[src/rtl/synth_i2c_pkg.sv]
// Shared types for the synthesizer serial register interface.
package synth_i2c_pkg;

    // Protocol phase of the byte engine.
    typedef enum logic [2:0] {
        PH_IDLE,
        PH_ADDR,
        PH_ADDR_ACK,
        PH_WRITE,
        PH_WRITE_ACK,
        PH_READ,
        PH_READ_ACK,
        PH_SKIP
    } phase_t;

endpackage

[src/rtl/i2c_line_events.sv]
// Line event detector.
// Compares the current line levels with those of the previous clock and
// flags SCL edges and start/stop conditions for one clock.
// Assumes scl_i and sda_i are already synchronous to clk and free of glitches.
module i2c_line_events (
    input  logic clk,
    input  logic rst_n,
    input  logic scl_i,
    input  logic sda_i,
    output logic scl_rise,
    output logic scl_fall,
    output logic bus_start,
    output logic bus_stop
);

    logic scl_q;
    logic sda_q;

    // Remember the line levels of the previous clock (idle bus is high).
    always_ff @(posedge clk) begin
        if (!rst_n) begin
            scl_q <= 1'b1;
            sda_q <= 1'b1;
        end else begin
            scl_q <= scl_i;
            sda_q <= sda_i;
        end
    end

    // Decode edges and conditions from the old and new levels.
    always_comb begin
        scl_rise  = scl_i & ~scl_q;
        scl_fall  = ~scl_i & scl_q;
        bus_start = scl_i & scl_q & sda_q & ~sda_i;
        bus_stop  = scl_i & scl_q & ~sda_q & sda_i;
    end

endmodule

[src/rtl/i2c_byte_engine.sv]
// Byte engine.
// Walks each telegram: shifts in the address byte, acknowledges on a match,
// then either receives write bytes (each acknowledged and handed on as a
// one-clock pulse) or shifts out the status byte while the host acknowledges.
// Assumes the host changes SDA only while SCL is low; SDA is driven here only
// at SCL falling edges.
module i2c_byte_engine
    import synth_i2c_pkg::*;
#(
    parameter int BYTE_W = 8,
    localparam int ADDR_W = BYTE_W - 1,
    localparam int CNT_W  = $clog2(BYTE_W)
) (
    input  logic              clk,
    input  logic              rst_n,
    input  logic              scl_rise,
    input  logic              scl_fall,
    input  logic              bus_start,
    input  logic              bus_stop,
    input  logic              sda_i,
    input  logic [ADDR_W-1:0] dev_addr_i,
    input  logic [BYTE_W-1:0] status_i,
    output logic              sda_pull_o,
    output logic              wbyte_vld,
    output logic [BYTE_W-1:0] wbyte
);

    localparam logic [CNT_W-1:0] LAST_BIT = CNT_W'(BYTE_W - 1);

    phase_t            phase;
    logic [CNT_W-1:0]  bit_cnt;
    logic [BYTE_W-1:0] shreg;
    logic              ack_half;
    logic              rd_mode;
    logic              host_ack;
    logic [BYTE_W-1:0] shifted;

    // Next shift register contents with the current line level appended.
    always_comb begin
        shifted = {shreg[BYTE_W-2:0], sda_i};
    end

    // Protocol sequencer: one step per detected line event.
    always_ff @(posedge clk) begin
        if (!rst_n) begin
            phase      <= PH_IDLE;
            bit_cnt    <= '0;
            shreg      <= '0;
            ack_half   <= 1'b0;
            rd_mode    <= 1'b0;
            host_ack   <= 1'b0;
            sda_pull_o <= 1'b0;
            wbyte_vld  <= 1'b0;
            wbyte      <= '0;
        end else begin
            wbyte_vld <= 1'b0;
            if (bus_start) begin
                phase      <= PH_ADDR;
                bit_cnt    <= '0;
                ack_half   <= 1'b0;
                sda_pull_o <= 1'b0;
            end else if (bus_stop) begin
                phase      <= PH_IDLE;
                sda_pull_o <= 1'b0;
            end else begin
                case (phase)
                    PH_ADDR: begin
                        if (scl_rise) begin
                            shreg   <= shifted;
                            bit_cnt <= bit_cnt + 1'b1;
                            if (bit_cnt == LAST_BIT) begin
                                bit_cnt  <= '0;
                                ack_half <= 1'b0;
                                rd_mode  <= sda_i;
                                if (shreg[ADDR_W-1:0] == dev_addr_i) begin
                                    phase <= PH_ADDR_ACK;
                                end else begin
                                    phase <= PH_SKIP;
                                end
                            end
                        end
                    end
                    PH_ADDR_ACK: begin
                        if (scl_fall) begin
                            if (!ack_half) begin
                                sda_pull_o <= 1'b1;
                                ack_half   <= 1'b1;
                            end else begin
                                ack_half <= 1'b0;
                                bit_cnt  <= '0;
                                if (rd_mode) begin
                                    shreg      <= status_i;
                                    sda_pull_o <= ~status_i[BYTE_W-1];
                                    phase      <= PH_READ;
                                end else begin
                                    sda_pull_o <= 1'b0;
                                    phase      <= PH_WRITE;
                                end
                            end
                        end
                    end
                    PH_WRITE: begin
                        if (scl_rise) begin
                            shreg   <= shifted;
                            bit_cnt <= bit_cnt + 1'b1;
                            if (bit_cnt == LAST_BIT) begin
                                bit_cnt   <= '0;
                                ack_half  <= 1'b0;
                                wbyte     <= shifted;
                                wbyte_vld <= 1'b1;
                                phase     <= PH_WRITE_ACK;
                            end
                        end
                    end
                    PH_WRITE_ACK: begin
                        if (scl_fall) begin
                            if (!ack_half) begin
                                sda_pull_o <= 1'b1;
                                ack_half   <= 1'b1;
                            end else begin
                                sda_pull_o <= 1'b0;
                                ack_half   <= 1'b0;
                                bit_cnt    <= '0;
                                phase      <= PH_WRITE;
                            end
                        end
                    end
                    PH_READ: begin
                        if (scl_rise) begin
                            bit_cnt <= bit_cnt + 1'b1;
                            if (bit_cnt == LAST_BIT) begin
                                bit_cnt  <= '0;
                                ack_half <= 1'b0;
                                phase    <= PH_READ_ACK;
                            end
                        end else if (scl_fall) begin
                            shreg      <= {shreg[BYTE_W-2:0], 1'b0};
                            sda_pull_o <= ~shreg[BYTE_W-2];
                        end
                    end
                    PH_READ_ACK: begin
                        if (scl_fall && !ack_half) begin
                            sda_pull_o <= 1'b0;
                            ack_half   <= 1'b1;
                        end else if (scl_rise && ack_half) begin
                            host_ack <= ~sda_i;
                        end else if (scl_fall && ack_half) begin
                            ack_half <= 1'b0;
                            if (host_ack) begin
                                shreg      <= status_i;
                                sda_pull_o <= ~status_i[BYTE_W-1];
                                bit_cnt    <= '0;
                                phase      <= PH_READ;
                            end else begin
                                phase <= PH_SKIP;
                            end
                        end
                    end
                    default: begin
                        sda_pull_o <= 1'b0;
                    end
                endcase
            end
        end
    end

endmodule

[src/rtl/pair_sorter.sv]
// Pair sorter.
// Groups received write bytes into pairs. The top bit of the first byte of
// each pair selects the destination word (0 = divider, 1 = control), and the
// completed pair is written to that word only. A clear (start or stop)
// discards a half-received pair.
// Assumes wbyte_vld and clear never coincide (a byte ends on an SCL rise,
// and a condition needs SCL to stay high afterwards).
module pair_sorter #(
    parameter int                   BYTE_W  = 8,
    localparam int                  WORD_W  = 2 * BYTE_W,
    parameter logic [2*BYTE_W-1:0]  DIV_RST = '0,
    parameter logic [2*BYTE_W-1:0]  CTL_RST = '0
) (
    input  logic              clk,
    input  logic              rst_n,
    input  logic              clear,
    input  logic              wbyte_vld,
    input  logic [BYTE_W-1:0] wbyte,
    output logic [WORD_W-1:0] div_word_o,
    output logic [WORD_W-1:0] ctl_word_o
);

    localparam int N_WORDS = 2;

    logic              have_first;
    logic [BYTE_W-1:0] first_byte;
    logic              commit;
    logic              dest_sel;
    logic [WORD_W-1:0] pair_word;
    logic [WORD_W-1:0] words [N_WORDS];

    // Hold the first byte of a pair until its partner arrives.
    always_ff @(posedge clk) begin
        if (!rst_n) begin
            have_first <= 1'b0;
            first_byte <= '0;
        end else if (clear) begin
            have_first <= 1'b0;
        end else if (wbyte_vld) begin
            if (!have_first) begin
                have_first <= 1'b1;
                first_byte <= wbyte;
            end else begin
                have_first <= 1'b0;
            end
        end
    end

    // Form the completed pair and its destination.
    always_comb begin
        commit    = wbyte_vld & have_first & ~clear;
        dest_sel  = first_byte[BYTE_W-1];
        pair_word = {first_byte, wbyte};
    end

    // One storage word per destination; index equals the selector value.
    for (genvar g = 0; g < N_WORDS; g++) begin : g_word
        localparam logic [WORD_W-1:0] RST_V = (g == 0) ? DIV_RST : CTL_RST;

        // Load this word when a pair addressed to it completes.
        always_ff @(posedge clk) begin
            if (!rst_n) begin
                words[g] <= RST_V;
            end else if (commit && (dest_sel == 1'(g))) begin
                words[g] <= pair_word;
            end
        end
    end

    assign div_word_o = words[0];
    assign ctl_word_o = words[1];

endmodule

[src/rtl/synth_i2c_regif.sv]
// Synthesizer serial register interface, top level.
// A two-wire slave that stores write data pairs into a divider or a control
// word and returns a status byte on reads.
// Assumes synchronised, glitch-free bus inputs; SDA is driven only through
// the open-drain pull-low output.
module synth_i2c_regif #(
    parameter int                  BYTE_W  = 8,
    localparam int                 ADDR_W  = BYTE_W - 1,
    localparam int                 WORD_W  = 2 * BYTE_W,
    parameter logic [2*BYTE_W-1:0] DIV_RST = '0,
    parameter logic [2*BYTE_W-1:0] CTL_RST = '0
) (
    input  logic              clk,
    input  logic              rst_n,
    input  logic              scl_i,
    input  logic              sda_i,
    output logic              sda_pull_o,
    input  logic [ADDR_W-1:0] dev_addr_i,
    input  logic [BYTE_W-1:0] status_i,
    output logic [WORD_W-1:0] div_word_o,
    output logic [WORD_W-1:0] ctl_word_o
);

    logic              scl_rise;
    logic              scl_fall;
    logic              bus_start;
    logic              bus_stop;
    logic              wbyte_vld;
    logic [BYTE_W-1:0] wbyte;
    logic              pair_clear;

    i2c_line_events u_events (
        .clk       (clk),
        .rst_n     (rst_n),
        .scl_i     (scl_i),
        .sda_i     (sda_i),
        .scl_rise  (scl_rise),
        .scl_fall  (scl_fall),
        .bus_start (bus_start),
        .bus_stop  (bus_stop)
    );

    i2c_byte_engine #(.BYTE_W(BYTE_W)) u_engine (
        .clk        (clk),
        .rst_n      (rst_n),
        .scl_rise   (scl_rise),
        .scl_fall   (scl_fall),
        .bus_start  (bus_start),
        .bus_stop   (bus_stop),
        .sda_i      (sda_i),
        .dev_addr_i (dev_addr_i),
        .status_i   (status_i),
        .sda_pull_o (sda_pull_o),
        .wbyte_vld  (wbyte_vld),
        .wbyte      (wbyte)
    );

    // Any bus condition ends the current pair.
    assign pair_clear = bus_start | bus_stop;

    pair_sorter #(
        .BYTE_W  (BYTE_W),
        .DIV_RST (DIV_RST),
        .CTL_RST (CTL_RST)
    ) u_sorter (
        .clk        (clk),
        .rst_n      (rst_n),
        .clear      (pair_clear),
        .wbyte_vld  (wbyte_vld),
        .wbyte      (wbyte),
        .div_word_o (div_word_o),
        .ctl_word_o (ctl_word_o)
    );

endmodule

[config.mk]
export PLATFORM = sky130hd
export DESIGN_NAME = synth_i2c_regif
export DESIGN_NICKNAME = d
export VERILOG_FILES = /design/src/rtl/synth_i2c_pkg.sv /design/src/rtl/i2c_line_events.sv /design/src/rtl/i2c_byte_engine.sv /design/src/rtl/pair_sorter.sv /design/src/rtl/synth_i2c_regif.sv
export SDC_FILE = /design/constraint.sdc
export NUM_CORES = 1
export LEC_CHECK = 0
export ABC_AREA = 1
export BUFFER_PORTS_ARGS = -buffer_cell sky130_fd_sc_hd__buf_4
export CORE_AREA = 2 2 94 96
export CTS_CLUSTER_DIAMETER = 150
export DETAILED_ROUTE_END_ITERATION = 10
export DIE_AREA = 0 0 96 98
export GPL_TIMING_DRIVEN = 1
export PLACE_DENSITY = 0.63
export SETUP_SLACK_MARGIN = 0.3
export SLEW_MARGIN = 15
export SYNTH_ARGS = -nofsm -noshare
export SYNTH_HDL_FRONTEND = slang
export SYNTH_HIERARCHICAL = 1
export SYNTH_SLANG_ARGS = --single-unit
export TNS_END_PERCENT = 5
[constraint.sdc]
create_clock -name clk -period 2 [get_ports clk]
set_input_delay 0.3 -clock clk [delete_from_list [all_inputs] [get_ports clk]]
set_output_delay 0.3 -clock clk [all_outputs]
set_load 0.02 [all_outputs]
After elaboration in Yosys (flattened, before gate mapping)
Memories as Yosys holds them, arrays and structs flattened.
Cells that the tools add are included.
{"block": "op_classes", "n_reduce_logical": 27, "n_addsub": 1, "bitwise": 28, "div": 0, "magnitude_cmp": 0, "n_mul": 0, "muxes": 68, "n_shift": 0, "n_eq_ne": 46}
{"cell": "2-to-1 mux 7 bit", "n": 10}
{"cell": "2-to-1 mux 3 bit", "n": 23}
{"cell": "inequality test 4 x 3 -> 1 bit (second input constant)", "n": 11}
{"cell": "inequality test 2 x 1 -> 1 bit (second input constant)", "n": 19}
{"cell": "2-to-1 mux 16 bit", "n": 2}
{"cell": "one-hot mux 7 bit (4 select lines)", "n": 1}
{"cell": "AND reduction 14 bit", "n": 2}
{"cell": "2-to-1 mux 1 bit", "n": 27}
{"cell": "one-hot mux 3 bit (6 select lines)", "n": 1}
{"cell": "inverter 1 bit", "n": 16}
{"cell": "AND reduction 5 bit", "n": 3}
{"cell": "AND reduction 13 bit", "n": 1}
{"cell": "equality test 3 bit (second input constant)", "n": 4}
{"cell": "AND 1 bit", "n": 9}
{"cell": "one-hot mux 3 bit (3 select lines)", "n": 1}
{"cell": "AND reduction 9 bit", "n": 1}
{"cell": "inequality test 4 bit (second input constant)", "n": 2}
{"cell": "AND reduction 8 bit", "n": 1}
{"cell": "nonzero test 8 bit", "n": 1}
{"cell": "OR reduction 2 bit", "n": 4}
{"cell": "equality test 7 bit", "n": 1}
{"cell": "AND reduction 7 bit", "n": 1}
{"cell": "equality test 3 x 2 -> 1 bit (second input constant)", "n": 2}
{"cell": "inequality test 2 bit (second input constant)", "n": 3}
{"cell": "16 further kinds", "n": 24}
{"block": "word_totals", "mem_count": 1, "rom_bits": 0, "out_inout_bits": 33, "wordCells": 185, "latch_bits": 0, "register_bits": 37, "ramBits": 32, "in_bits": 19}
{"name": "u_sorter.words", "depth": 2, "width": 16, "rd": 2, "rd_ports_with_merged_regs": 0, "write_ports": 2, "line": "pair_sorter.sv:30", "source": "logic [WORD_W-1:0] words [N_WORDS];"}

Depth between registers and ports, before layout
{"block": "logic_depth", "ltp_word": 11, "depth_mapped": 11, "mapped_depth_nobuf": 11}

Modules after synthesis
Netlist, hierarchy kept.
{"module": "i2c_byte_engine", "instances": 1, "seq_area_each_um2": 520.5, "area_per_inst_um2": 1631.6, "cells_per_inst": 272}
{"module": "pair_sorter", "instances": 1, "seq_area_each_um2": 1141.1, "area_per_inst_um2": 1547.7, "cells_per_inst": 139}
{"module": "i2c_line_events", "instances": 1, "seq_area_each_um2": 40.0, "area_per_inst_um2": 88.8, "cells_per_inst": 15}
{"module": "synth_i2c_regif", "instances": 1, "seq_area_each_um2": 0.0, "area_per_inst_um2": 11.3, "cells_per_inst": 3}

Least setup slack after synthesis
OpenSTA, ideal clock, no wires.
{"block": "synth_timing", "path_kind": "flip-flop to flip-flop", "startpoint": "register u_events.scl_q", "endpoint": "memory u_sorter/words[0][0] (netlist name), enable pin", "arrival_ps": 1162, "period_less_slack_ps": 1523, "setup_time_ps": 362, "slack_ps": 477, "n_path_buf": 0, "stages_incl_launch_ff": 8, "path_cell_list": "dfxtp_1 nand2_1 nor2_1 inv_1 nand2_1 nor2_4 nand2_1 nand2_1"}
{"element": "from (decl)", "line": "i2c_line_events.sv:16", "source": "logic scl_q;"}
{"element": "from (signal assigned)", "line": "i2c_line_events.sv:25", "source": "scl_q <= scl_i;"}
{"element": "to (decl)", "line": "pair_sorter.sv:30"}

==> metrics <==
Inserted Clock Buffers=9; asr flop ratio synth=0; Buf/Inv on CP=2; Crit-path slowest cell=dfxtp_1; Final Skew=around 0.013 ns; n_diodes=0; DR DRC count=0; Fmax achieved=between 600 and 700 MHz; Clock Latency Late Sink=roughly 0.34 ns; top-count cell post-synth=nor2_1; global-route usage over all layers=0.165; GPL Wtd Cong=about 0.89; HP Class=input pin to register; CP delay by family, top=simple AND/OR/NAND/NOR gates; cell area after synthesis=3280 µm²; maximum clock path buffer count=2; Final Hold Fails=0; Core Rows=34; synth top area cells=edfxtp_1 29%, dfxtp_1 23%, nor2_1 12%; CTS tree=built; global-route met2 utilization=0.262; cells after synthesis=429; outcome=completed; ys flop type=dfxtp_1; die area=approximately 9400 µm²; Place WS=0.169 ns; Unique masters post-synth=28; Die X=96 µm; fin worst setup slack=approximately 0.43 ns; Syn Area/Cell=~7.6 µm²; max_cap viols=0; critical path data required time=around 2.1 ns; post-synth top area cell=edfxtp_1; list of most frequent post-synthesis cells=108 x nor2_1, 95 x nand2_1, 58 x inv_1, 37 x dfxtp_1, 32 x edfxtp_1; CTS Hold Bufs=0; Total Power=0.00372 W; Most common cell on crit path=nand2_1; Leak=1.87 nW; Peak VDD IR=approximately 470 µV; total wire length=roughly 7200 µm; synth warn=6; Layout area overhead=22.7%; RSZ-0062 raised after global routing=true; CP max FO=16; largest net degree at the start of global routing=35; CTS sink cnt=around 70; share of layout cells above drive strength 1=0.197; routed len/inst=between 10 and 15 µm; minimum clock period after layout=1.57 ns; EDFF count, synth=32; setup total negative slack=0 ns; Vias=approximately 2800; biggest cell delay along the critical path=0.37 ns; DR vias/cell=about 4.7; Die H=98 µm; first-pass GRT wire length=approximately 12000 µm; H-tree Lvls=3; 1st-pass router iterations=4; Yosys top cell area share=0.293; Util after Layout=0.475; met3 Track Usage GR=0.0324; GRT busiest layer=met2; Final Max Slew Viols=0; Crit. End Element=register; Synth Register Bits=slightly below 70; critical path data arrival time=about 1.7 ns; Finish-stage setup viols=0; initial antenna violation count=0; final net count=~510; number of global-route vias before repair=about 2600; power density over the cells=approximately 900 nW/µm²; Antenna Nets Post-Route=0; met1 usage=0.219; Crit Path Class=register to register; crit-path cells=nand2_1, nor2_1, inv_1, nand2_1, nor2_4, nand2_1, nand2_1, buf_4; gr ovfl total=0; clock-pin slew on the worst setup and hold paths=0.07 ns; Syn Nets=between 400 and 500; post-DP HPWL=5320 µm; fillers=roughly 860; Initial Util=0.387; IO buf count=51; CP Launch Type=register; # IOs=52; root buf cell=clkbuf_8; smallest hold slack=between 0.2 and 0.25 ns; Final Cycle Share=0.787; total core area=between 8000 and 9000 µm²; post-CTS setup buffer count=0; Starting DRT DRC Count=120; post-synthesis sequential area ratio=0.519
## power breakdown
group	internal, W	total (W)	leakage (nW)	switching, W
Clock	0.000580	0.00114	0.0996	0.000560
Sequential	0.00159	0.00169	0.631	0.000106
Combinational	0.000324	0.000887	1.14	0.000562
Total	0.00249	0.00372	1.87	0.00123
## timing repair
action                     in CTS  in global routing
pin swaps                       0                  1
gates resized for setup         1                 12
setup endpoints to repair       3                 93
hold endpoints to repair        0                  0
## cell type report
| class | instances | area (µm²) | share of cell area |
|---|---|---|---|
| inverter | 63 | 236 | 0.0588 |
| timing repair buffer | 57 | 428 | 0.106 |
| clock buffer | 9 | 124 | 0.0308 |
| clock inverter | 7 | 73.8 | 0.0183 |
| tap | 108 | 135 | 0.0336 |
| multi-input combinational | 288 | 1320 | 0.328 |
| sequential | 69 | 1710 | 0.424 |
## layer usage
metal / vias to the layer above / part of all wire
li1: 1456 / -
met1: 1265 / 0.45
met2: 61 / 0.49
met3: 13 / 0.041
met4: 0 / 0.021
met5: - / 0
## kinds of logic (layout without fill, tap and decap cells)
group / count (synthesis) / in the layout / synth area share
adder cells (fa/ha/maj): 2 / 2 / 0.00763
AND/OR/NAND/NOR: 242 / 242 / 0.308
other: 1 / 1 / 0.00114
flip-flops: 69 / 69 / 0.519
buffers and inverters: 72 / 136 / 0.0908
AO/OA/AOI/OAI: 38 / 38 / 0.0603
XOR/XNOR: 5 / 5 / 0.0134
## layout by cell type (no fill, tap or decap), types with 4 or more instances in the layout
cell type,instances
nor2_1,104
nand2_1,95
inv_1,58
buf_4,57
dfxtp_1,35
edfxtp_1,32
nand3_1,22
o21ai_0,17
a21oi_1,15
clkbuf_8,9
inv_2,5
nand3_2,5
nor2_2,4
xnor2_1,4
nand4_1,4
nor2_4,4
## worst register-to-register path: stages (launching register included)
cell and delay (ns):
dfxtp_1 0.37, nand2_1 0.10, nor2_1 0.25, inv_1 0.07, nand2_1 0.13, nor2_4 0.07, nand2_1 0.06, nand2_1 0.04
buf_4 0.21
## metrics by stage
step           cell area, µm²  std cells
3_5_place_dp             3780        585
5_1_grt                  4030        601
3_3_place_gp             3780        585
2_1_floorplan            3280        429
6_report                 4030        601
4_1_cts                  3980        601
## path summary, 6_finish.rpt
| kind | from | to | slack [ns] | depth (start not counted) |
|---|---|---|---|---|
| worst min-delay path | scl_i | u_events/scl_q | 0.21 | 3 |
| worst max register to register | u_events/scl_q | u_sorter/words[0][0] | 0.43 | 8 |
| worst min register to register | u_engine/wbyte_vld | u_sorter/have_first | 0.50 | 2 |
| worst max-delay path | u_events/scl_q | u_sorter/words[0][0] | 0.43 | 8 |
## state kept, by name (all words and copies together), names as in the netlist
name,flops
u_engine/wbyte,8
u_engine/bit_cnt,3
u_engine/phase,3
u_engine/wbyte_vld,1
u_engine/shreg,7
u_sorter/words,32
u_sorter/have_first,1
u_engine/host_ack,1
u_engine/ack_half,1
u_events/sda_q,1
u_sorter/first_byte,8
u_engine/sda_pull_o,1
u_engine/rd_mode,1
u_events/scl_q,1
Note: power is estimated with default switching activity, not from simulation.
